File: config.mk
export PLATFORM = sky130hd
export DESIGN_NAME = prio_bank
export DESIGN_NICKNAME = d
export VERILOG_FILES = /design/src/rtl/prio_bank_pkg.sv /design/src/rtl/prio_bank_dec.sv /design/src/rtl/prio_bank_lane.sv /design/src/rtl/prio_bank.sv
export SDC_FILE = /design/constraint.sdc
export NUM_CORES = 1
export LEC_CHECK = 0
export CORE_MARGIN = 2
export CORE_UTILIZATION = 40
export DETAILED_ROUTE_END_ITERATION = 6
export PLACE_DENSITY = 0.61
export SYNTH_ARGS = -nofsm -noshare
export SYNTH_HDL_FRONTEND = slang
export SYNTH_SLANG_ARGS = --single-unit
File: constraint.sdc
create_clock -name clk -period 3.35 [get_ports clk]
set_clock_uncertainty 0.1 [all_clocks]
set_input_delay 0.67 -clock clk [delete_from_list [all_inputs] [get_ports clk]]
set_output_delay 0.67 -clock clk [all_outputs]
set_load 0.005 [all_outputs]
File: src/rtl/prio_bank_pkg.sv
package prio_bank_pkg;
  localparam int LANES  = 4;
  localparam int LANE_W = 8;
  localparam int WORD_W = LANES * LANE_W;

  // Field mask with the top nbits set.
  function automatic logic [LANE_W-1:0] field_mask(input int nbits);
    logic [LANE_W-1:0] m;
    m = '0;
    for (int b = 0; b < LANE_W; b++) begin
      if (b >= LANE_W - nbits) m[b] = 1'b1;
    end
    return m;
  endfunction
endpackage

File: src/rtl/prio_bank_dec.sv
module prio_bank_dec
  import prio_bank_pkg::*;
#(
  parameter int NUM_IRQS = 38,
  parameter int ADDR_W   = 8,
  parameter int IDX_W    = 4
) (
  input  logic [ADDR_W-1:0] addr,
  input  logic              byte_sel,
  output logic [IDX_W-1:0]  idx,
  output logic [LANES-1:0]  lane_impl,
  output logic [LANES-1:0]  lane_hit
);
  localparam logic [ADDR_W:0] LIMIT = (ADDR_W+1)'(NUM_IRQS);

  logic [LANES-1:0] lane_sel;

  assign idx = addr[IDX_W+1:2];

  always_comb begin
    lane_sel = '0;
    if (byte_sel) lane_sel[addr[1:0]] = 1'b1;
    else          lane_sel = '1;
  end

  for (genvar i = 0; i < LANES; i++) begin : g_lane
    logic [ADDR_W:0] irq_num;
    assign irq_num      = {1'b0, addr[ADDR_W-1:2], 2'(i)};
    assign lane_impl[i] = irq_num < LIMIT;
    assign lane_hit[i]  = lane_impl[i] & lane_sel[i];
  end
endmodule

File: src/rtl/prio_bank_lane.sv
module prio_bank_lane
  import prio_bank_pkg::*;
#(
  parameter int DEPTH     = 10,
  parameter int IDX_W     = 4,
  parameter int PRIO_BITS = 5
) (
  input  logic              clk,
  input  logic              rst,
  input  logic              we,
  input  logic [IDX_W-1:0]  idx,
  input  logic [LANE_W-1:0] wbyte,
  output logic [LANE_W-1:0] rbyte
);
  localparam int PAD = LANE_W - PRIO_BITS;

  logic [PRIO_BITS-1:0] mem [DEPTH];
  logic                 in_bounds;

  assign in_bounds = 32'(idx) < DEPTH;

  always_ff @(posedge clk) begin
    if (rst) begin
      for (int d = 0; d < DEPTH; d++) mem[d] <= '0;
    end else if (we && in_bounds) begin
      mem[idx] <= wbyte[LANE_W-1 -: PRIO_BITS];
    end
  end

  generate
    if (PAD > 0) begin : g_pad
      assign rbyte = in_bounds ? {mem[idx], {PAD{1'b0}}} : '0;
    end else begin : g_full
      assign rbyte = in_bounds ? mem[idx] : '0;
    end
  endgenerate
endmodule

File: src/rtl/prio_bank.sv
module prio_bank
  import prio_bank_pkg::*;
#(
  parameter int NUM_IRQS  = 38,
  parameter int PRIO_BITS = 5,
  parameter int ADDR_W    = 8
) (
  input  logic              clk,
  input  logic              rst,
  input  logic              req,
  input  logic              wr,
  input  logic              byte_sel,
  input  logic [ADDR_W-1:0] addr,
  input  logic [31:0]       wr_data,
  output logic [31:0]       rd_data,
  output logic              rd_valid
);
  localparam int DEPTH = (NUM_IRQS + LANES - 1) / LANES;
  localparam int IDX_W = (DEPTH > 1) ? $clog2(DEPTH) : 1;

  initial begin
    if (PRIO_BITS < 4 || PRIO_BITS > 8)
      $error("PRIO_BITS must lie in 4..8");
    if (NUM_IRQS < 1 || NUM_IRQS > (1 << ADDR_W))
      $error("NUM_IRQS must fit the address space");
    if (IDX_W + 2 > ADDR_W)
      $error("ADDR_W too small for NUM_IRQS");
  end

  logic [IDX_W-1:0]  idx;
  logic [LANES-1:0]  lane_impl, lane_hit;
  logic [LANE_W-1:0] rbyte [LANES];
  logic [WORD_W-1:0] rd_next;

  prio_bank_dec #(
    .NUM_IRQS(NUM_IRQS), .ADDR_W(ADDR_W), .IDX_W(IDX_W)
  ) u_dec (
    .addr(addr), .byte_sel(byte_sel), .idx(idx),
    .lane_impl(lane_impl), .lane_hit(lane_hit)
  );

  for (genvar i = 0; i < LANES; i++) begin : g_lane
    logic [LANE_W-1:0] wbyte;
    assign wbyte = byte_sel ? wr_data[LANE_W-1:0] : wr_data[i*LANE_W +: LANE_W];
    prio_bank_lane #(
      .DEPTH(DEPTH), .IDX_W(IDX_W), .PRIO_BITS(PRIO_BITS)
    ) u_lane (
      .clk(clk), .rst(rst), .we(req && wr && lane_hit[i]),
      .idx(idx), .wbyte(wbyte), .rbyte(rbyte[i])
    );
  end

  always_comb begin
    rd_next = '0;
    if (byte_sel) begin
      if (lane_hit[addr[1:0]]) rd_next[LANE_W-1:0] = rbyte[addr[1:0]];
    end else begin
      for (int i = 0; i < LANES; i++)
        if (lane_impl[i]) rd_next[i*LANE_W +: LANE_W] = rbyte[i];
    end
  end

  always_ff @(posedge clk) begin
    if (rst) begin
      rd_data  <= '0;
      rd_valid <= 1'b0;
    end else begin
      rd_valid <= req && !wr;
      if (req && !wr) rd_data <= rd_next;
    end
  end
endmodule

Word level (Yosys, flattened, before mapping)
Memory sizes are Yosys's and may differ from the RTL's.
Cells that the tools add are included.
{"block": "word_totals", "regBits": 33, "mem_bits_rw": 200, "in_bits": 45, "out_inout_bits": 33, "word_cells": 83, "mem_count": 4}
{"block": "op_classes", "n_lt_le_gt_ge": 8, "mux": 48, "n_bitwise": 5, "n_reduce_logical": 16}
{"name": "g_lane[0].u_lane.mem", "depth": 10, "width": 5, "read_ports": 1, "rd_clocked_by_memory_dff": 0, "wr": 10, "line": "prio_bank_lane.sv:17", "rtl": "logic [PRIO_BITS-1:0] mem [DEPTH];"}
{"name": "g_lane[1].u_lane.mem", "depth": 10, "width": 5, "read_ports": 1, "rd_clocked_by_memory_dff": 0, "wr": 10, "line": "prio_bank_lane.sv:17"}
{"name": "g_lane[2].u_lane.mem", "depth": 10, "width": 5, "read_ports": 1, "rd_clocked_by_memory_dff": 0, "wr": 10, "line": "prio_bank_lane.sv:17"}
{"name": "g_lane[3].u_lane.mem", "depth": 10, "width": 5, "read_ports": 1, "rd_clocked_by_memory_dff": 0, "wr": 10, "line": "prio_bank_lane.sv:17"}
{"cell": "two-way mux 8 bit", "n": 15}
{"cell": "< comparator 8 x 6 -> 1 bit, second input constant", "n": 4}
{"cell": "two-way mux 24 bit", "n": 1}
{"cell": "two-way mux 1 bit", "n": 20}
{"cell": "two-way mux 4 bit", "n": 5}
{"cell": "two-way mux 5 bit", "n": 4}
{"cell": "OR reduction 5 bit", "n": 4}
{"cell": "binary-select mux 8 bit (select 2 bit)", "n": 1}
{"cell": "logical AND 1 bit", "n": 11}
{"cell": "bitwise AND 1 bit", "n": 4}
{"cell": "< comparator 4 bit, second input constant", "n": 1}
{"cell": "greater-or-equal comparator 3 bit, second input constant", "n": 1}
{"cell": "< comparator 2 x 3 -> 1 bit, second input constant", "n": 1}
{"cell": "inverter 2 -> 3 bit", "n": 1}
{"cell": "binary-select mux 1 bit (select 2 bit)", "n": 1}
{"cell": "demux 1 bit (select 2 bit)", "n": 1}
{"cell": "greater-or-equal comparator 2 x 1 -> 1 bit, second input constant", "n": 1}
{"cell": "logical NOT 1 bit", "n": 1}

Longest topological paths before layout
Gate-level depths: netlist of the first run.
{"block": "depth", "word_depth": 13, "ltp_mapped": 9, "depth_no_buf": 5}

Cells and area by module
A second synthesis of the first run with hierarchy kept.
{"block": "hier_totals", "hier_cells": 995, "hier_area_um2": 11523.6}
{"mod": "prio_bank_lane", "instances": 4, "cells_per_inst": 194, "area_per_inst_um2": 2413.6, "seq_area_each_um2": 1501.4}
{"mod": "prio_bank", "instances": 1, "cells_per_inst": 201, "area_per_inst_um2": 1734.2, "seq_area_each_um2": 660.6}
{"mod": "prio_bank_dec", "instances": 1, "cells_per_inst": 18, "area_per_inst_um2": 135.1, "seq_area_each_um2": 0.0}

Worst setup path after synthesis of the first run
No wires, ideal clock.
{"block": "synth_path", "path_kind": "input to register", "from": "input port addr[3]", "to": "memory g_lane[0].u_lane.mem[4][0] (enable)", "setup_ns": 0.300, "arrival_ns": 2.296, "setup_slack_ns": 0.654, "path_stages": 7, "cell_sequence": "buf_2 -> o21a_1 -> or4_4 -> or2_1 -> buf_6 -> nor3_4 -> or2_2"}
{"item": "from (decl)", "line": "prio_bank.sv:13", "rtl": "input logic [ADDR_W-1:0] addr,"}
{"item": "to (decl)", "line": "prio_bank_lane.sv:17"}

==> impl_metrics.tcl, run 1 <==
set metrics [dict create \
    min_to "rd_data[28]$_SDFFE_PP0P_" \
    whs_ns 0.351 \
    arrival_ns 2.86 \
    ff2ff_path_depth 5 \
    r2r-end "rd_data[3]$_SDFFE_PP0P_" \
    met2_usage 0.360 \
    synthFlopType "edfxtp_1" \
    r2r_slack_ns 1.34 \
    ir_worst_vdd_mv 0.278 \
    cp.buffers_inverters 3 \
    crit_chain "clkdlybuf4s50_1 > o21a_1 > buf_4 > nor3_1 > buf_4 > nand3_1 > or3_1 > nand2b_1" \
    start_util 0.407 \
    use_met1 0.297 \
    hold_buffers 0 \
    rows 59 \
    via_count 7429 \
    synth-seq-cells 221 \
    overflow 0 \
    crit_path_max_incr_delay_ns 0.52 \
    synth_warnings 0 \
    slowest_stage "clkdlybuf4s50_1" \
    die_h_um 167 \
    status "completed" \
    switching_share 0.231 \
    finalCritPeriodShare 0.826 \
    yosysTopAreaCellShare 0.566 \
    root_buffer "clkbuf_16" \
    worst_slack_ns 0.582 \
    cap_violations 0 \
    p_per_area_mw_per_mm2 489 \
    hold_class "reg2reg" \
    pwr-share-seq 0.510 \
    p_clk_frac 0.393 \
    hold_depth 2 \
    cts_buffer_depth 3 \
    critPathCaptureType "flop" \
    fin_area_mm2 0.0127 \
    netlist_instances 898 \
    synthTopCellsByArea "edfxtp_1 (57%), mux2i_1 (9.0%), nor2_1 (6.6%)" \
    critPathLaunchType "input pin" \
    via_per_inst 5.48 \
    utilization 0.487 \
    antenna_found_initial 0 \
    cts.sinks 221 \
    path_clk_slew_ns 0.06 \
    p_leak_nw 4.79 \
    placed_area_mm2 0.0120 \
    core_mm2 0.0261 \
    synth_edf_count 200 \
    setup_viol 0 \
    avgSynthCellArea_um2 11.8 \
    cts_tree "done" \
    crit-reg2reg-launch "g_lane[3].u_lane.mem[9][0]$_DFFE_PP_" \
    diodes 0 \
    cts_max_level 1 \
    dpl.hpwl_um 21700 \
    post_route_cells_drive_above_1_share 0.176 \
    dieArea_mm2 0.0278 \
    pre_cts_ws_ns 0.110 \
    track_usage 0.215 \
    path_max_fanout 5 \
    die_w_um 167 \
    slew_violations 0 \
    cts_setup_buffers 0 \
    ioPinCount 78 \
    fin_tns_setup_ns 0 \
    worst-path-stages 8 \
    yosysSeqAreaShare 0.606 \
    busiest_layer "met2" \
    crit_type "in2reg" \
    synth_area_mm2 0.0106 \
    grt_pass1_wl_um 44900 \
    synth.most_common_cell "edfxtp_1" \
    dr.pass1.iters 5 \
    path_delay_family "simple AND/OR/NAND/NOR gates" \
    area_delta_synth_final_pct 19.6 \
    synth_cell_types 62 \
    p_switching_mw 1.43 \
    worst_slew_pin_slew_ns 0.594 \
    crit_top_cell "buf_4" \
    yosysTopAreaCell "edfxtp_1" \
    internal_power_mw 4.77 \
    p_comb_frac 0.097 \
    route.detailed.drc 0 \
    async_reset_ff_frac 0 \
    drtAntennaViolNets 0 \
    grt_max_degree 36 \
    maxSlewHeadroom 0.603 \
    cts_buffers 24 \
    rsz0062_at_grt "no" \
    final-hold-violation-count 0 \
    grt_pass1_vias 7339 \
    grtUsageMet3 0.0233 \
    finalCriticalPeriod_ns 2.77 \
    cts_resized 0 \
    drt-total-wl_um 30200 \
    gp_routability_congestion 0.899 \
    fin_nets 1048 \
    hold_start "rd_data[28]$_SDFFE_PP0P_" \
    clock_latency_ns 0.52 \
    fill_cells 2320 \
    fmax_ghz 0.361 \
    drt_iter0_markers 676 \
    critical_path_required_ns 3.44 \
    avgRoutedWirePerCell_um 22.3 \
    ys_top_cells_by_count "edfxtp_1 (200), nor2_1 (186), mux2i_1 (95)" \
    io_buffer_count 53 \
]
==> flip-flops by register name, summed over array words and instances, names as in the netlist <==
name and flops:
g_lane.u_lane.mem 200, rd_data 20, rd_valid 1
==> cells in the final DEF (no fill, tap or decap), drive strengths merged, types with 19 or more instances in the layout <==
master           n
mux2i           95
buf            109
clkdlybuf4s50   49
inv             26
edfxtp         200
o21bai          19
nand2b          27
nor2           188
dfxtp           21
nand2           23
clkbuf          34
o22ai           26
and2            23
==> layout make-up <==
class,count,area (um^2),share of cell area
Timing Repair Buffer,158,1350,0.106
Inverter,26,97.6,0.00769
Clock buffer,34,679,0.0535
Sequential cell,221,6430,0.506
Tap cell,335,419,0.0330
Clock inverter,10,42.5,0.00335
Multi-Input combinational cell,572,3680,0.290
==> worst min-delay path, delay by kind of cell (launching register included) <==
kind            cells  cell delay [ns]
flops               1             0.30
simple gates        1             0.05
compound gates      1             0.05
==> worst max-delay path by stage <==
stage / start / end / slack (ns)
after floorplan: addr[3] / g_lane[0].u_lane.mem[4][0]$_SDFFCE_PN0P_ / 0.65
after global placement: addr[4] / g_lane[2].u_lane.mem[5][3]$_SDFFCE_PN0P_ / 0.08
after detailed placement: addr[4] / g_lane[2].u_lane.mem[4][3]$_SDFFCE_PN0P_ / 0.11
after CTS: addr[4] / g_lane[2].u_lane.mem[5][4]$_SDFFCE_PN0P_ / 0.62
after global routing: addr[4] / g_lane[2].u_lane.mem[5][3]$_SDFFCE_PN0P_ / 0.47
final: addr[4] / g_lane[2].u_lane.mem[5][3]$_SDFFCE_PN0P_ / 0.58
==> logic make-up (layout without fill, tap and decap cells) <==
kind of cell | count (synthesis) | in the layout | synth area share
mux | 107 | 107 | 0.108
flops | 221 | 221 | 0.606
other cells | 1 | 12 | 0.000353
buf+inv | 116 | 228 | 0.0514
simple gates | 311 | 311 | 0.136
compound gates | 142 | 142 | 0.0989
==> power by group through the flow <==
stage / sequential [mW] / combinational, mW / clock (mW)
floorplan: 3.20 / 0.345 / 0
global placement: 3.22 / 0.592 / 0
detailed placement: 3.22 / 0.596 / 0
CTS: 3.16 / 0.599 / 2.48
global route: 3.17 / 0.637 / 2.57
finish: 3.16 / 0.603 / 2.44
==> through the flow <==
stage	cells	power (mW)
CTS	1356	6.24
global route	1356	6.38
floorplan	909	3.55
finish	1356	6.21
detailed placement	1312	3.82
global placement	1312	3.81
==> per-layer routing <==
layer	routed length (um)	share of wire
met5	0	0
met4	704	0.023
met3	2190	0.072
met2	14500	0.48
met1	12800	0.42
(Power assumes the default switching activity.)
==> inputs of run 2 (changes only) <==
==> constraint.sdc (replaced) <==
create_clock -name clk -period 2.64 [get_ports clk]
set_clock_uncertainty 0.1 [all_clocks]
set_input_delay 0.528 -clock clk [delete_from_list [all_inputs] [get_ports clk]]
set_output_delay 0.528 -clock clk [all_outputs]
set_load 0.005 [all_outputs]
==> run 2 against run 1 <==
Core utilization is 1.8 points higher. Worst setup slack got worse by 0.43 ns. Total power is 29% higher. Sequential cell count stayed put. Sequential power up 27%. Register-to-register slack worse by 0.70 ns. Cell count increased by 4.4%. Critical path type unchanged. Critical endpoint is now g_lane[0].u_lane.mem[5][0]$_SDFFCE_PN0P_. Largest cell class unchanged.
==> impl_metrics.tcl, run 2 (same netlist as run 1, synthesis figures left out) <==
set metrics [dict create \
    final_cells 1415 \
    worst-path-stages 6 \
    gp_routability_congestion 0.950 \
    whs_ns 0.357 \
    drtAntennaViolNets 0 \
    cts.sinks 221 \
    startpoint "addr[4]" \
    root_buffer "clkbuf_16" \
    crit-reg2reg-launch "g_lane[3].u_lane.mem[1][0]$_SDFFCE_PN0P_" \
    drt-total-wl_um 30700 \
    critPathLaunchType "input pin" \
    hold_class "reg2reg" \
    track_usage 0.220 \
    cts_resized 0 \
    finalCriticalPeriod_ns 2.49 \
    worst_slew_pin_slew_ns 0.689 \
    cts_setup_buffers 0 \
    cp.buffers_inverters 1 \
    multi_input_area_mm2 0.00368 \
    fin_tns_setup_ns 0 \
    p_leak_nw 5.08 \
    regArea_mm2 0.00643 \
    final_common_cell "edfxtp_1" \
    cts_buffers 24 \
    crit_path_max_incr_delay_ns 0.51 \
    hold_buffers 0 \
    status "completed" \
    dr.pass1.iters 5 \
    rsz0062_at_grt "no" \
    antenna_found_initial 0 \
    final_cell_mix "edfxtp_1 (200), nor2_1 (186), buf_4 (162)" \
    path_delay_family "simple AND/OR/NAND/NOR gates" \
    dieArea_mm2 0.0278 \
    ir_worst_vdd_mv 0.414 \
    r2r-end "rd_data[3]$_SDFFE_PP0P_" \
    critPathCaptureType "flop" \
    place_inst 1373 \
    path_clk_slew_ns 0.06 \
    p_per_area_mw_per_mm2 608 \
    critical_path_required_ns 2.77 \
    fin_nets 1109 \
    diodes 0 \
    grt_pass1_vias 7490 \
    dpl.hpwl_um 22500 \
    final-hold-violation-count 0 \
    maxSlewHeadroom 0.535 \
    area_delta_synth_final_pct 24.0 \
    fmax_ghz 0.402 \
    fill_cells 2248 \
    crit_chain "clkdlybuf4s50_1 > o21a_1 > or4_4 > or2_1 > nor3_4 > or2_2" \
    crit_type "in2reg" \
    slowest_stage "or4_4" \
    post_route_cells_drive_above_1_share 0.225 \
    slew_violations 0 \
    cts_buffer_depth 3 \
    ff2ff_path_depth 5 \
    die_w_um 167 \
    top_regs "g_lane.u_lane.mem (200), rd_data (20), rd_valid (1)" \
    grt_pass1_wl_um 45800 \
    worst_slack_ns 0.150 \
    finalCritPeriodShare 0.943 \
    via_count 7641 \
    drt_iter0_markers 672 \
    io_buffer_count 53 \
    path_max_fanout 7 \
    cts_max_level 1 \
    endpoint "g_lane[0].u_lane.mem[5][0]$_SDFFCE_PN0P_" \
    regMostFlops "g_lane.u_lane.mem" \
    grt_max_degree 33 \
    fin_area_mm2 0.0132 \
    avgRoutedWirePerCell_um 21.7 \
    start_util 0.407 \
    ioPinCount 78 \
    r2r_slack_ns 0.64 \
    largest_reg_flops 200 \
    pre_cts_ws_ns -0.379 \
    overflow 0 \
    cts_tree "done" \
    placed_area_mm2 0.0124 \
    die_h_um 167 \
    via_per_inst 5.40 \
    setup_viol 0 \
    clock_latency_ns 0.52 \
    rows 59 \
    arrival_ns 2.62 \
    utilization 0.505 \
    core_mm2 0.0261 \
    cap_violations 0 \
    route.detailed.drc 0 \
    finalPower_mw 7.99 \
]
==> run 2: cell types whose count changed in the layout (fill, tap and decap cells not counted), sizes merged <==
| cell | before | now |
|---|---|---|
| buf | 109 | 170 |
| bufinv | 0 | 1 |
| clkbuf | 34 | 27 |
| clkinv | 10 | 14 |
==> run 2: cell type report <==
type                       instances  share of cell area
multi-input combinational        572               0.280
clock buffer                      27              0.0481
timing repair buffer             219               0.137
clock inverter                    15             0.00694
tap                              335              0.0319
inverter                          26             0.00742
sequential                       221               0.488
==> run 2: worst min-delay path by stage <==
stage | start | endpoint | cells after the start
5_1_grt | rd_data[19]$_SDFFE_PP0P_ | rd_data[19]$_SDFFE_PP0P_ | 2
2_1_floorplan | rd_data[12]$_SDFFE_PP0P_ | rd_data[12]$_SDFFE_PP0P_ | 2
3_5_place_dp | rd_data[13]$_SDFFE_PP0P_ | rd_data[13]$_SDFFE_PP0P_ | 2
3_3_place_gp | rd_data[28]$_SDFFE_PP0P_ | rd_data[28]$_SDFFE_PP0P_ | 2
6_report | rd_data[19]$_SDFFE_PP0P_ | rd_data[19]$_SDFFE_PP0P_ | 2
4_1_cts | rd_data[19]$_SDFFE_PP0P_ | rd_data[19]$_SDFFE_PP0P_ | 2
==> run 2: power breakdown <==
| group | internal (mW) | total, mW | switching [mW] | leakage (nW) |
|---|---|---|---|---|
| clock | 1.80 | 3.15 | 1.35 | 0.363 |
| combinational | 0.364 | 0.830 | 0.466 | 2.65 |
| sequential | 3.96 | 4.01 | 0.0503 | 2.07 |
==> run 2: worst min-delay path, delay by kind of cell (launching register included) <==
kind               cells  cell delay (ns)
DFF                    1             0.31
and+or+nand+nor        1             0.05
AOI/OAI and AO/OA      1             0.05
==> run 2: routing by layer <==
| layer | share of wire | routed length, um | GRT usage | up-vias |
|---|---|---|---|---|
| met5 | 0 | 0 | 0 | - |
| met2 | 0.47 | 14400 | 0.356 | 303 |
| li1 | - | - | - | 3546 |
| met4 | 0.036 | 1110 | 0.0810 | 0 |
| met1 | 0.43 | 13200 | 0.299 | 3731 |
| met3 | 0.064 | 1960 | 0.0349 | 61 |
==> inputs of run 3 (changes only) <==
--- a/config.mk
+++ b/config.mk
@@ -6,9 +6,9 @@
 export NUM_CORES = 1
 export LEC_CHECK = 0
 export CORE_MARGIN = 2
-export CORE_UTILIZATION = 40
+export CORE_UTILIZATION = 55
 export DETAILED_ROUTE_END_ITERATION = 6
-export PLACE_DENSITY = 0.61
+export PLACE_DENSITY = 0.79
 export SYNTH_ARGS = -nofsm -noshare
 export SYNTH_HDL_FRONTEND = slang
 export SYNTH_SLANG_ARGS = --single-unit
==> run 3 against run 2 <==
Cell count fell by 6.8%. Largest cell class unchanged. Worst setup slack worse by 0.063 ns. First-iteration DRC count up 50%. Critical path type unchanged.
==> impl_metrics.tcl, run 3 (same netlist as run 1, synthesis figures left out) <==
set metrics [dict create \
    overflow 0 \
    hold_buffers 0 \
    crit_chain "clkdlybuf4s50_1 > buf_4 > or3_4 > a21oi_2 > nand3_1 > or3_1 > nand2b_1" \
    p_leak_nw 4.96 \
    dr.pass1.iters 6 \
    fmax_ghz 0.392 \
    hold_class "reg2reg" \
    track_usage 0.283 \
    worst_slew_pin_slew_ns 0.557 \
    cts_tree "done" \
    die_h_um 143 \
    regMostFlops "g_lane.u_lane.mem" \
    fin_tns_setup_ns 0 \
    io_buffer_count 53 \
    path_max_fanout 5 \
    grt_pass1_vias 7594 \
    finalCriticalPeriod_ns 2.55 \
    finalPower_mw 7.73 \
    ioPinCount 78 \
    crit_path_max_incr_delay_ns 0.46 \
    setup_viol 0 \
    avgRoutedWirePerCell_um 21.7 \
    cts_buffers 23 \
    slowest_stage "clkdlybuf4s50_1" \
    gp_routability_congestion 1.00 \
    critical_path_required_ns 2.72 \
    largest_reg_flops 200 \
    cp.buffers_inverters 2 \
    final_cells 1319 \
    arrival_ns 2.63 \
    path_delay_family "simple AND/OR/NAND/NOR gates" \
    critPathLaunchType "input pin" \
    dieArea_mm2 0.0204 \
    antenna_found_initial 0 \
    finalCritPeriodShare 0.967 \
    status "completed" \
    rows 50 \
    cts_max_level 1 \
    place_inst 1278 \
    regArea_mm2 0.00643 \
    grt_max_degree 49 \
    area_delta_synth_final_pct 21.4 \
    slew_violations 0 \
    p_per_area_mw_per_mm2 600 \
    maxSlewHeadroom 0.624 \
    path_clk_slew_ns 0.06 \
    clock_latency_ns 0.51 \
    cts_buffer_depth 3 \
    final_cell_mix "edfxtp_1 (200), nor2_1 (186), buf_4 (141)" \
    final_common_cell "edfxtp_1" \
    fin_nets 1088 \
    fill_cells 1342 \
    cts_setup_buffers 0 \
    via_count 7805 \
    multi_input_area_mm2 0.00370 \
    drt-total-wl_um 28600 \
    die_w_um 143 \
    rsz0062_at_grt "no" \
    post_route_cells_drive_above_1_share 0.212 \
    diodes 0 \
    cts.sinks 221 \
    dpl.hpwl_um 20600 \
    critPathCaptureType "flop" \
    drt_iter0_markers 1010 \
    via_per_inst 5.92 \
    route.detailed.drc 0 \
    crit_type "in2reg" \
    grt_pass1_wl_um 42800 \
    start_util 0.564 \
    ir_worst_vdd_mv 0.460 \
    core_mm2 0.0188 \
    final-hold-violation-count 0 \
    drtAntennaViolNets 0 \
    root_buffer "clkbuf_16" \
    cap_violations 0 \
    top_regs "g_lane.u_lane.mem (200), rd_data (20), rd_valid (1)" \
]
==> run 3: layer usage <==
metal	vias to the layer above	track usage	part of all wire
li1	3511	-	-
met1	3773	0.378	0.39
met2	443	0.464	0.47
met3	78	0.0426	0.096
met4	0	0.120	0.043
met5	-	0	0
==> run 3: metrics by stage <==
| step | area, um^2 | hold WS, ns | worst slack, ns | util |
|---|---|---|---|---|
| final | 12900 | 0.360 | 0.0873 | 0.684 |
| after CTS | 12900 | 0.362 | 0.0698 | 0.683 |
| after global placement | 12200 | 0.346 | -0.371 | 0.648 |
| after global routing | 12900 | 0.385 | 0.00696 | 0.684 |
| after floorplan | 10700 | 0.353 | 0.0857 | - |
| after detailed placement | 12200 | 0.354 | -0.443 | 0.648 |
==> run 3: worst register-to-register path, cell delays in order, from the launching register on <==
cell and delay, ns:
edfxtp_1 0.38, mux2_2 0.27, a221o_1 0.30, a311oi_2 0.36, a22oi_1 0.16, a221o_1 0.33
==> run 3: worst paths after layout <==
| path | slack [ns] | startpoint | end | cells after the start |
|---|---|---|---|---|
| worst max-delay path | 0.09 | addr[4] | g_lane[2].u_lane.mem[5][4]$_SDFFCE_PN0P_ | 7 |
| worst min-delay path | 0.36 | rd_data[12]$_SDFFE_PP0P_ | rd_data[12]$_SDFFE_PP0P_ | 2 |
| worst max register to register | 0.62 | g_lane[3].u_lane.mem[1][0]$_SDFFCE_PN0P_ | rd_data[3]$_SDFFE_PP0P_ | 5 |
| worst min register to register | 0.36 | rd_data[12]$_SDFFE_PP0P_ | rd_data[12]$_SDFFE_PP0P_ | 2 |
==> run 3: area by class of cell <==
cell class	instances	share of cell area
Tap cell	260	0.0252
Multi-Input combinational cell	572	0.287
Sequential cell	221	0.499
Clock buffer	32	0.0481
Timing Repair Buffer	199	0.130
Clock inverter	9	0.00398
Inverter	26	0.00757
==> run 3: timing repair <==
action / CTS / global route
gates resized for setup: 0 / 4
endpoints found under the hold margin: 0 / 0
setup endpoints to repair: 0 / 11
==> run 3: power by group <==
group / switching (mW) / total (mW) / internal [mW]
logic: 0.451 / 0.799 / 0.349
clock network: 1.28 / 2.92 / 1.64
registers: 0.0517 / 4.02 / 3.96
